### config.mk
export PLATFORM = sky130hd
export DESIGN_NAME = wr_spill_guard
export DESIGN_NICKNAME = d
export VERILOG_FILES = /design/src/rtl/wr_spill_pkg.sv /design/src/rtl/spill_slot.sv /design/src/rtl/afull_stage.sv /design/src/rtl/ovf_sticky.sv /design/src/rtl/wr_spill_guard.sv
export SDC_FILE = /design/constraint.sdc
export NUM_CORES = 1
export LEC_CHECK = 0
export ABC_AREA = 1
export BUFFER_PORTS_ARGS = -buffer_cell sky130_fd_sc_hd__buf_2
export CORE_AREA = 5 5 42 44
export CTS_CLUSTER_SIZE = 14
export DETAILED_ROUTE_END_ITERATION = 10
export DIE_AREA = 0 0 47 49
export GPL_TIMING_DRIVEN = 1
export PLACE_DENSITY = 0.72
export REMOVE_ABC_BUFFERS = 1
export SYNTH_ARGS = -nofsm -noshare
export SYNTH_HDL_FRONTEND = slang
export SYNTH_HIERARCHICAL = 1
export SYNTH_SLANG_ARGS = --single-unit
### constraint.sdc
create_clock -name clk -period 1.7 [get_ports clk]
set_input_delay 0.34 -clock clk [delete_from_list [all_inputs] [get_ports clk]]
set_output_delay 0.34 -clock clk [all_outputs]
set_load 0.02 [all_outputs]
### src/rtl/wr_spill_pkg.sv
package wr_spill_pkg;

  typedef enum logic {
    SLOT_EMPTY = 1'b0,
    SLOT_HELD  = 1'b1
  } slot_state_e;

  typedef enum logic [1:0] {
    ACT_IDLE    = 2'd0,
    ACT_PASS    = 2'd1,
    ACT_CAPTURE = 2'd2,
    ACT_DRAIN   = 2'd3
  } slot_act_e;

endpackage

### src/rtl/spill_slot.sv
module spill_slot
  import wr_spill_pkg::*;
#(
  parameter int DATA_W = 8
) (
  input  logic              clk,
  input  logic              rst,
  input  logic              prod_we,
  input  logic [DATA_W-1:0] prod_data,
  input  logic              fifo_full,
  output logic              fifo_we,
  output logic [DATA_W-1:0] fifo_data,
  output logic              slot_held,
  output logic              overflow_hit
);

  slot_state_e       state_q;
  slot_state_e       state_d;
  slot_act_e         act;
  logic [DATA_W-1:0] hold_q;

  // Pick this cycle's action; a held entry always goes out before new data.
  always_comb begin
    act = ACT_IDLE;
    if (state_q == SLOT_HELD) begin
      if (!fifo_full) act = ACT_DRAIN;
    end else if (prod_we) begin
      act = fifo_full ? ACT_CAPTURE : ACT_PASS;
    end
  end

  always_comb begin
    state_d = state_q;
    unique case (act)
      ACT_CAPTURE: state_d = SLOT_HELD;
      ACT_DRAIN:   state_d = SLOT_EMPTY;
      default:     state_d = state_q;
    endcase
  end

  always_ff @(posedge clk) begin
    if (rst) begin
      state_q <= SLOT_EMPTY;
      hold_q  <= '0;
    end else begin
      state_q <= state_d;
      if (act == ACT_CAPTURE) hold_q <= prod_data;
    end
  end

  assign fifo_we      = (act == ACT_PASS) || (act == ACT_DRAIN);
  assign fifo_data    = (state_q == SLOT_HELD) ? hold_q : prod_data;
  assign slot_held    = (state_q == SLOT_HELD);
  assign overflow_hit = (state_q == SLOT_HELD) && prod_we;

endmodule

### src/rtl/afull_stage.sv
module afull_stage #(
  parameter bit REGISTERED = 1'b0
) (
  input  logic clk,
  input  logic rst,
  input  logic src_full,
  output logic afull
);

  generate
    if (REGISTERED) begin : g_reg
      logic af_q;
      always_ff @(posedge clk) begin
        if (rst) af_q <= 1'b0;
        else     af_q <= src_full;
      end
      assign afull = af_q;
    end else begin : g_comb
      logic unused_ctl;
      assign unused_ctl = clk ^ rst;
      assign afull      = src_full;
    end
  endgenerate

endmodule

### src/rtl/ovf_sticky.sv
module ovf_sticky (
  input  logic clk,
  input  logic rst,
  input  logic hit,
  output logic err
);

  logic err_q;

  always_ff @(posedge clk) begin
    if (rst)      err_q <= 1'b0;
    else if (hit) err_q <= 1'b1;
  end

  assign err = err_q;

endmodule

### src/rtl/wr_spill_guard.sv
module wr_spill_guard #(
  parameter int DATA_W    = 8,
  parameter bit AFULL_REG = 1'b0
) (
  input  logic              clk,
  input  logic              rst,
  input  logic              wr_en_i,
  input  logic [DATA_W-1:0] wr_data_i,
  input  logic              fifo_full_i,
  output logic              fifo_wr_o,
  output logic [DATA_W-1:0] fifo_data_o,
  output logic              almost_full_o,
  output logic              full_o,
  output logic              overflow_o
);

  logic held;
  logic ovf_hit;

  spill_slot #(.DATA_W(DATA_W)) u_slot (
    .clk          (clk),
    .rst          (rst),
    .prod_we      (wr_en_i),
    .prod_data    (wr_data_i),
    .fifo_full    (fifo_full_i),
    .fifo_we      (fifo_wr_o),
    .fifo_data    (fifo_data_o),
    .slot_held    (held),
    .overflow_hit (ovf_hit)
  );

  afull_stage #(.REGISTERED(AFULL_REG)) u_af (
    .clk      (clk),
    .rst      (rst),
    .src_full (fifo_full_i),
    .afull    (almost_full_o)
  );

  ovf_sticky u_ovf (
    .clk (clk),
    .rst (rst),
    .hit (ovf_hit),
    .err (overflow_o)
  );

  assign full_o = held;

endmodule

== Yosys cells after proc, flatten, opt, wreduce, memory -nomap -nowiden ==
Cells that the tools add are included.
Storage, ports and cells
  bits in writable memories: 0
  bits in read-only memories: 0
  memories: 0
  bits in latches: 0
  input port bits: 12
  logic and storage cells: 15
  output and inout bits: 12
  flip-flop bits (word level): 10
Cells by class
  $lt $le $gt $ge: 0
  $add $sub $neg: 0
  eq/ne operators: 3
  reductions and logical operators: 3
  mux-type cells: 6
  divide/modulo/power cells: 0
  bitwise gates (word level): 0
  $mul: 0
  shifts and indexed selects: 0
Operator list (count)
  $mux 2: 4
  $mux 8: 1
  $eq 2x2->1 const B: 2
  $eq 2x1->1 const B: 1
  $pmux 1 s2: 1
  $reduce_bool 2->1: 1
  $logic_and 1x1->1: 1
  $logic_or 1x1->1: 1

== Longest topological paths before layout ==
Gate-level depths: netlist (run 1).
  depth in word-level cells: 5
  mapped depth: 6
  mapped depth without buffers: 5

== By module ==
The synthesis (run 1) kept the hierarchy.
By module, submodules not included
  spill_slot: area each 471.7 µm², seq. area each 180.2 µm², instances 1, cells an instance 76
  ovf_sticky: area each 27.5 µm², seq. area each 20.0 µm², instances 1, cells an instance 3
  afull_stage: area each 7.5 µm², seq. area each 0.0 µm², instances 1, cells an instance 1

== Worst setup path after synthesis (run 1) ==
OpenSTA, ideal clock, no wires.
  kind: flip-flop to output port
  start: register u_slot.state_q, in the netlist u_slot/slot_held
  end: output fifo_data_o[0]
  path slack: 120 ps
  arrival: 1240 ps
  data required time: 1360 ps
  cell stages (with the launch flop): 4
  buffers on the path: 1
  cell sequence: dfxtp_1 > inv_4 > buf_2 > o21ai_0
Between the ends
  longest elaborated chain between the ends: 1
Ends and longest elaborated chain
  start: declaration: RTL line spill_slot.sv:17  | slot_state_e state_q;
  start signal: assignment: RTL line spill_slot.sv:46  | state_q <= state_d;
  $mux 8: RTL line spill_slot.sv:52  | assign fifo_data = (state_q == SLOT_HELD) ? hold_q : prod_data;
  end: declaration: RTL line wr_spill_guard.sv:11  | output logic [DATA_W-1:0] fifo_data_o,
No other way between the ends.

== Worst setup path after layout (run 1) ==
  start: register u_slot.state_q, in the netlist u_slot/slot_held
  end: output fifo_data_o[6]
Same word-level chain as after synthesis.

==> results of run 1 <==
-- worst max-delay path, delay by kind of cell (launching register included) --
family,cells,cell delay [ns]
compound gates,1,0.16
buf+inv,2,0.30
flops,1,0.41
-- registers in the layout, indices dropped and copies added (netlist names) --
signal and cells:
u_slot/hold_q 8, u_slot/slot_held 1, u_ovf/err 1
-- per-layer routing --
metal  routed length (um)  global-route usage [%]
met4                   14                    6.91
met3                  123                    3.32
met1                  440                    13.6
met5                    0                       0
met2                  492                    13.3
-- placed cells by master (no fill, tap or decap) --
cell type  netlist  routed
buf_2            1      23
clkbuf_4         0       3
clkbuf_8         0       1
clkinv_1         1       1
dfxtp_1         10      10
inv_1            9       9
inv_4            1       1
nand2_1         24      24
nand2_2          2       2
nand3_4          1       1
nor2_1          21      21
o21ai_0          8       8
-- worst paths after layout --
check / startpoint / end / slack, ns / cells after the start
max: u_slot/slot_held$_SDFFE_PP0P_ / fifo_data_o[6] / 0.23 / 3
min: rst / u_ovf/err$_SDFFE_PP0P_ / 0.24 / 2
max reg2reg: u_slot/slot_held$_SDFFE_PP0P_ / u_slot/hold_q[2]$_SDFFE_PP0N_ / 0.68 / 4
min reg2reg: u_ovf/err$_SDFFE_PP0P_ / u_ovf/err$_SDFFE_PP0P_ / 0.48 / 2
-- cells by family after synthesis --
group / after synthesis
simple gates: 48
buf+inv: 14
flops: 10
compound gates: 8
-- synthesized netlist by cell type (all sizes together) --
| library cell | count |
|---|---|
| o21ai | 8 |
| dfxtp | 10 |
| nand2 | 26 |
| nand3 | 1 |
| buf | 3 |
| inv | 10 |
| nor2 | 21 |
| clkinv | 1 |
-- area by class of cell --
| class | count | area, um2 |
|---|---|---|
| fill | 160 | 747 |
| multi-input combinational | 56 | 239 |
| sequential | 10 | 200 |
| timing repair buffer | 23 | 115 |
| inverter | 11 | 43.8 |
| clock buffer | 4 | 36.3 |
| tap | 16 | 20.0 |
-- power by group --
part	internal, mW	switching [mW]
combinational	0.0430	0.0787
sequential	0.249	0.00484
clock	0.130	0.0846
total	0.422	0.168
-- per-stage QoR --
stage / utilization, % / worst slack, ns / cell area (um2)
5_1_grt: 46.7 / 0.113 / 654
4_1_cts: 46.7 / 0.202 / 654
6_report: 46.7 / 0.230 / 654
3_5_place_dp: 44.1 / 0.508 / 618
3_3_place_gp: 44.1 / 0.535 / 618
2_1_floorplan: - / 0.237 / 483
==> run metrics, run 1 <==
Cell Area, Synth=approximately 510 um2; CP max-delay cell=dfxtp_1; postcts setup bufs=0; critical path arrival=about 1.1 ns; share of the synthesized area in the top cell type=39.5%; Period Utilization, post-route=between 80 and 90%; layout cells sized above 1=between 20 and 30%; ANT nets after route=0; skew final=approximately 0.0008 ns; hpwl dp=~780 um; # rows=14; vias in the first global route=just over 400; final hold vios=0; initial DRC count=11; Finished Layout Cells=120; IO Count=24; antenna violations before repair=0; Total GRT Usage=between 10 and 15%; pin count of the biggest net entering global routing=18; WS Path Type=reg -> out; synth warn=6; CTS root buf=clkbuf_4; Post-Syn Area per Cell=approximately 6.3 um2; I/O Buffers=23; Crit. End Element=primary output; slew at the pin closest to its max-slew limit=0.243 ns; setup TNS=0 ns; Slew headroom=a little over four fifths; Nets=between 100 and 150; critical-path maximum fanout=17; cts-stage hold buffer count=0; drt drc=0; crit-path max cell delay=a little over 0.4 ns; core area=about 1400 um2; status=finished, final reports clean; Synth Area in Compound Gates=under 10%; final wirelength=1070 um; Tot Pwr=590 uW; Post-Synth XOR/XNOR Area=0%; fin crit period=1.47 ns; synth top area cells=dfxtp_1 (40%), nand2_1 (18%), nor2_1 (16%); Num CTS Buffers=3; Final Setup Violations=0; RSZ-0062 raised after global routing=no; clock sinks=10; worst-case clock buffer depth=2; Die Area=between 2000 and 2500 um2; leak pwr=roughly 0.38 nW; Skew-Pair Late Insertion Delay=0.26 ns; WL/cell=8.92 um; worst-path cell chain=inv_4, o21ai_0, buf_2; max-slew violation count=0; Synth Area in Simple Gates=between 30% and 40%; Syn Inst Count=80; register area share after synthesis=between 30 and 40%; mux contribution to synthesized area=0%; max_cap viols=0; Clock transition at path regs=~0.070 ns; adder-cell area share of the yosys netlist=0%; maximum vdd drop=between 500 and 600 uV; Setup crit start kind=register; CTS tree=done; largest family of logic cells by synthesized area=simple AND/OR/NAND/NOR gates; Remaining Overflow, GRT=0; Cell Pwr Density=roughly 900 nW/um2; Ant. Diodes=0; CP required=~1.4 ns; vias per inst=4.48; CTS H-tree depth=1; Hold Worst Slack=between 0.2 and 0.25 ns; Hold/Removal Path Class=in -> reg; First-pass DRT Iterations=4; cell accounting for the most synthesized area=dfxtp_1; first-pass GRT wire length=1690 um; Die Span X=47 um; GPL Wtd Cong=0.693; DP Cell Count=116; Die H=between 40 and 50 um; total number of vias=roughly 540; post-cts sizing count=0; Layout area overhead=29.1%; fmax=just under 700 MHz; Initial Util=roughly 36%; flop and latch count out of synthesis=10; Cell variety after synth=12
Note: power is estimated with default switching activity, not from simulation.
==> run 2, diff against run 1 <==
clock period = 1.5 ns   (was 1.7 ns; I/O delays follow)
==> run metrics, run 2 (synthesis gave the netlist of run 1 again) <==
status=finished, final reports clean; final wirelength=roughly 1100 um; antenna violations before repair=0; hpwl dp=775 um; hold depth=2; Die H=slightly below 50 um; crit-path max cell delay=0.34 ns; WL/cell=8.92 um; fin crit period=between 1 and 1.5 ns; vias in the first global route=slightly above 400; DP Cell Count=~120; Hold Worst Slack=a little over 0.2 ns; CP max-delay cell=dfxtp_2; Period Utilization, post-route=between 90 and 100%; Skew-Pair Late Insertion Delay=approximately 0.26 ns; Slew headroom=83.7%; Hold/Removal Path Class=in -> reg; layout cells sized above 1=30.8%; Nets=about 120; Final Setup Violations=0; worst r2r path cells=4; Largest Register=u_slot/hold_q; fillers=159; WS Path Type=reg -> out; Tot Pwr=around 670 uW; final instance area=roughly 660 um2; First-pass DRT Iterations=4; worst flop-to-flop path endpoint=u_slot/hold_q[2]$_SDFFE_PP0N_; clock sinks=10; FF-to-FF Start=u_slot/slot_held$_SDFFE_PP0P_; delay-heaviest family, CP=flip-flops; IO Count=24; Hold Crit Start=rst; Die Area=between 2000 and 2500 um2; max_cap viols=0; Placement Cell Area=between 600 and 700 um2; Die Span X=roughly 47 um; GPL Wtd Cong=around 0.69; ANT nets after route=0; Total GRT Usage=approximately a tenth; most common cell after layout, fill and taps aside=nand2_1; I/O Buffers=23; fmax=around 730 MHz; Initial Util=between 30% and 40%; area of the multi-input gates=between 200 and 250 um2; Ant. Diodes=0; maximum vdd drop=between 500 and 600 uV; # rows=14; final hold vios=0; critical-path maximum fanout=17; first-pass GRT wire length=1690 um; Num CTS Buffers=3; Setup crit start kind=register; Finished Layout Cells=120; pin count of the biggest net entering global routing=18; CTS tree=done; core area=1400 um2; Buf/Inv on CP=2; total number of vias=538; CTS H-tree depth=1; crit path from=u_slot/slot_held$_SDFFE_PP0P_; Crit. End Element=primary output; most frequent cells in the layout=nand2_1 (24), buf_2 (23), nor2_1 (21); CP required=1.20 ns; RSZ-0062 raised after global routing=no; CTS root buf=clkbuf_4; worst-path cell chain=inv_4, nand2_1, o21ai_0, buf_2; Worst Hold End=u_ovf/err$_SDFFE_PP0P_; Seq. cell area=between 200 and 250 um2; postcts setup bufs=0; drt drc=0; vias per inst=between 4 and 5; Worst R2R Setup Slack=about 0.50 ns; Remaining Overflow, GRT=0; initial DRC count=11; critical path arrival=1.07 ns; Clock transition at path regs=0.07 ns; Cell Pwr Density=1020 nW/um2; slew at the pin closest to its max-slew limit=0.243 ns; leak pwr=approximately 0.38 nW; Layout area overhead=29.4%; setup TNS=0 ns; max-slew violation count=0; worst-case clock buffer depth=2; max FFs per register=8; skew final=between 0.0007 and 0.0008 ns
[run 2: changes by cell type in the layout (fill, tap and decap cells not counted)]
cell     previous run  this run
dfxtp_2             0         1
dfxtp_1            10         9
[run 2: worst max-delay path by stage]
stage	to	cells after the start
global placement	fifo_data_o[3]	3
detailed placement	fifo_data_o[0]	3
floorplan	fifo_data_o[0]	2
global route	fifo_data_o[7]	4
CTS	fifo_data_o[2]	3
finish	fifo_data_o[6]	4
[run 2: worst register-to-register path, delay by kind of cell (launching register included)]
family,cells,cell delay (ns)
buffers and inverters,1,0.14
flip-flops,1,0.34
AND/OR/NAND/NOR,3,0.41
[run 2: area by class of cell]
type                       instances  share of cell area, %
sequential                        10                   30.7
multi-input combinational         56                   36.5
tap                               16                   3.05
clock buffer                       4                   5.53
timing repair buffer              23                   17.6
inverter                          11                   6.68
[run 2: where the power goes]
part	internal, mW	switching [mW]
combinational	0.0488	0.0892
clock	0.147	0.0958
sequential	0.283	0.00548
total	0.479	0.191
[run 2: layer usage]
layer  up-vias  track usage [%]  share of wire [%]
li1        285                -                  -
met1       229             13.6                 41
met2        22             13.3                 46
met3         2             3.32                 11
met4         0             6.91                1.3
met5         -                0                  0
[run 2: through the flow]
step / worst slack [ns] / utilization [%]
final: 0.134 / 46.8
after global routing: 0.0212 / 46.8
after CTS: 0.0416 / 46.7
after detailed placement: 0.348 / 44.1
after global placement: 0.375 / 44.1
after floorplan: 0.0773 / -
[run 2: what timing repair did]
action                     4_1_cts  5_1_grt
setup endpoints to repair        0        5
resized for setup                0        1
hold buffers                     0        0
==> run 3, diff against run 2 <==
CORE_AREA = unset   (was 5 5 42 44)
CORE_MARGIN = 5   (was unset)
CORE_UTILIZATION = 38   (was unset)
DIE_AREA = unset   (was 0 0 47 49)
GPL_TIMING_DRIVEN = 0   (was 1)
PLACE_DENSITY = 0.74   (was 0.72)
clock period = 1.2 ns   (was 1.5 ns; I/O delays follow)
==> run metrics, run 3 (synthesis gave the netlist of run 1 again) <==
Nets=between 100 and 150; WL/cell=roughly 10 um; critical path arrival=1.03 ns; drt drc=0; total number of vias=about 550; area of the multi-input gates=about 270 um2; vias in the first global route=approximately 430; final instance area=748 um2; Top Usage Layer GRT=met2; cts-stage hold buffer count=0; fin crit period=approximately 1.3 ns; IO Count=24; Placement Cell Area=between 600 and 700 um2; Die Span X=about 47 um; Hold/Removal Path Class=in -> reg; WS Path Type=reg -> out; setup ws final=-0.0748 ns; Die H=~47 um; Crit. End Element=primary output; GPL Wtd Cong=~0.7; RSZ-0062 raised after global routing=yes; core area=1280 um2; hpwl dp=764 um; fmax=about 780 MHz; Largest Register=u_slot/hold_q; setup TNS=-0.552 ns; most frequent cells in the layout=nor2_1 (21), nand2_1 (21), buf_2 (14); antenna violations before repair=0; CTS H-tree depth=1; # rows=13; clock sinks=10; First-pass DRT Iterations=4; critical-path maximum fanout=8; Hold Worst Slack=roughly 0.14 ns; fillers=roughly 130; Setup WS pre-CTS=around 0.1 ns; Remaining Overflow, GRT=0; Final Setup Violations=9; Seq. cell area=a little over 200 um2; Initial Util=39.4%; status=finished with violations; pin count of the biggest net entering global routing=17; Total GRT Usage=around an eighth; Cell Pwr Density=1180 nW/um2; max FFs per register=8; Period Utilization, post-route=106%; slew at the pin closest to its max-slew limit=between 0.2 and 0.25 ns; layout cells sized above 1=about 41%; DP Cell Count=roughly 120; CTS root buf=clkbuf_4; CTS tree=done; Ant. Diodes=0; final wirelength=around 1200 um; I/O Buffers=23; Num CTS Buffers=3; final hold vios=0; max-slew violation count=0; Setup crit start kind=register; worst-case clock buffer depth=2; Die Area=approximately 2200 um2; Worst R2R Setup Slack=around 0.12 ns; Slew headroom=between 80% and 90%; Clock transition at path regs=0.07 ns; Finished Layout Cells=121; leak pwr=between 0.4 and 0.5 nW; first-pass GRT wire length=around 1800 um; Skew-Pair Late Insertion Delay=around 0.27 ns; initial DRC count=6; maximum vdd drop=between 600 and 700 uV; met3 Use GR=under 10%; max_cap viols=0; met2 Use GR=18.4%; violated checks=setup timing; skew final=about 0.0013 ns; vias per inst=roughly 4.5; Layout area overhead=47.7%; CP required=0.96 ns; ANT nets after route=0; GRT met1 Usage=between 10% and 20%
run 3: cell types whose count changed in the layout (fill, tap and decap cells not counted), moves of 3 or more:
cell,before,now
buf_2,23,14
o21ai_0,8,0
buf_4,0,6
o21ai_2,0,6
buf_6,0,4
nand2_1,24,21
nand2_2,2,5
run 3: layout make-up:
class,count,share of cell area [%]
Multi-Input combinational cell,56,36.0
Sequential cell,10,27.3
Timing Repair Buffer,24,21.4
Inverter,11,6.52
Clock buffer,4,4.85
Tap cell,15,2.51
Timing Repair inverter,1,1.51
run 3: what timing repair did:
action,in CTS,in global routing
setup buffers,0,1
gates resized for setup,26,10
pin swaps,0,1
gates cloned,1,0
endpoints found under the setup margin,9,9
run 3: worst paths after layout:
path	from	end	cells after the start
min	rst	u_ovf/err$_SDFFE_PP0P_	2
min reg2reg	u_ovf/err$_SDFFE_PP0P_	u_ovf/err$_SDFFE_PP0P_	2
max	u_slot/slot_held$_SDFFE_PP0P_	fifo_data_o[7]	3
max reg2reg	u_slot/slot_held$_SDFFE_PP0P_	u_slot/hold_q[7]$_SDFFE_PP0N_	5
run 3: worst max-delay path, stage by stage (launching register included):
cell and delay, ns:
dfxtp_4 0.43, inv_8 0.06, o21ai_2 0.15, buf_6 0.13
run 3: power by group:
group	switching (mW)	total (mW)	internal, mW
Sequential	0.0110	0.363	0.352
Combinational	0.128	0.218	0.0896
Clock	0.121	0.306	0.184
Total	0.260	0.887	0.626
run 3: per-layer routing:
metal / wire (um) / vias to the layer above
met4: 27 / 0
met5: 0 / -
li1: - / 289
met2: 596 / 20
met1: 482 / 232
met3: 107 / 4
run 3: per-stage QoR:
step	util (%)	total power [mW]
2_1_floorplan	-	0.475
3_3_place_gp	48.0	0.537
3_5_place_dp	48.0	0.541
4_1_cts	55.0	0.883
5_1_grt	58.2	0.937
6_report	58.2	0.887
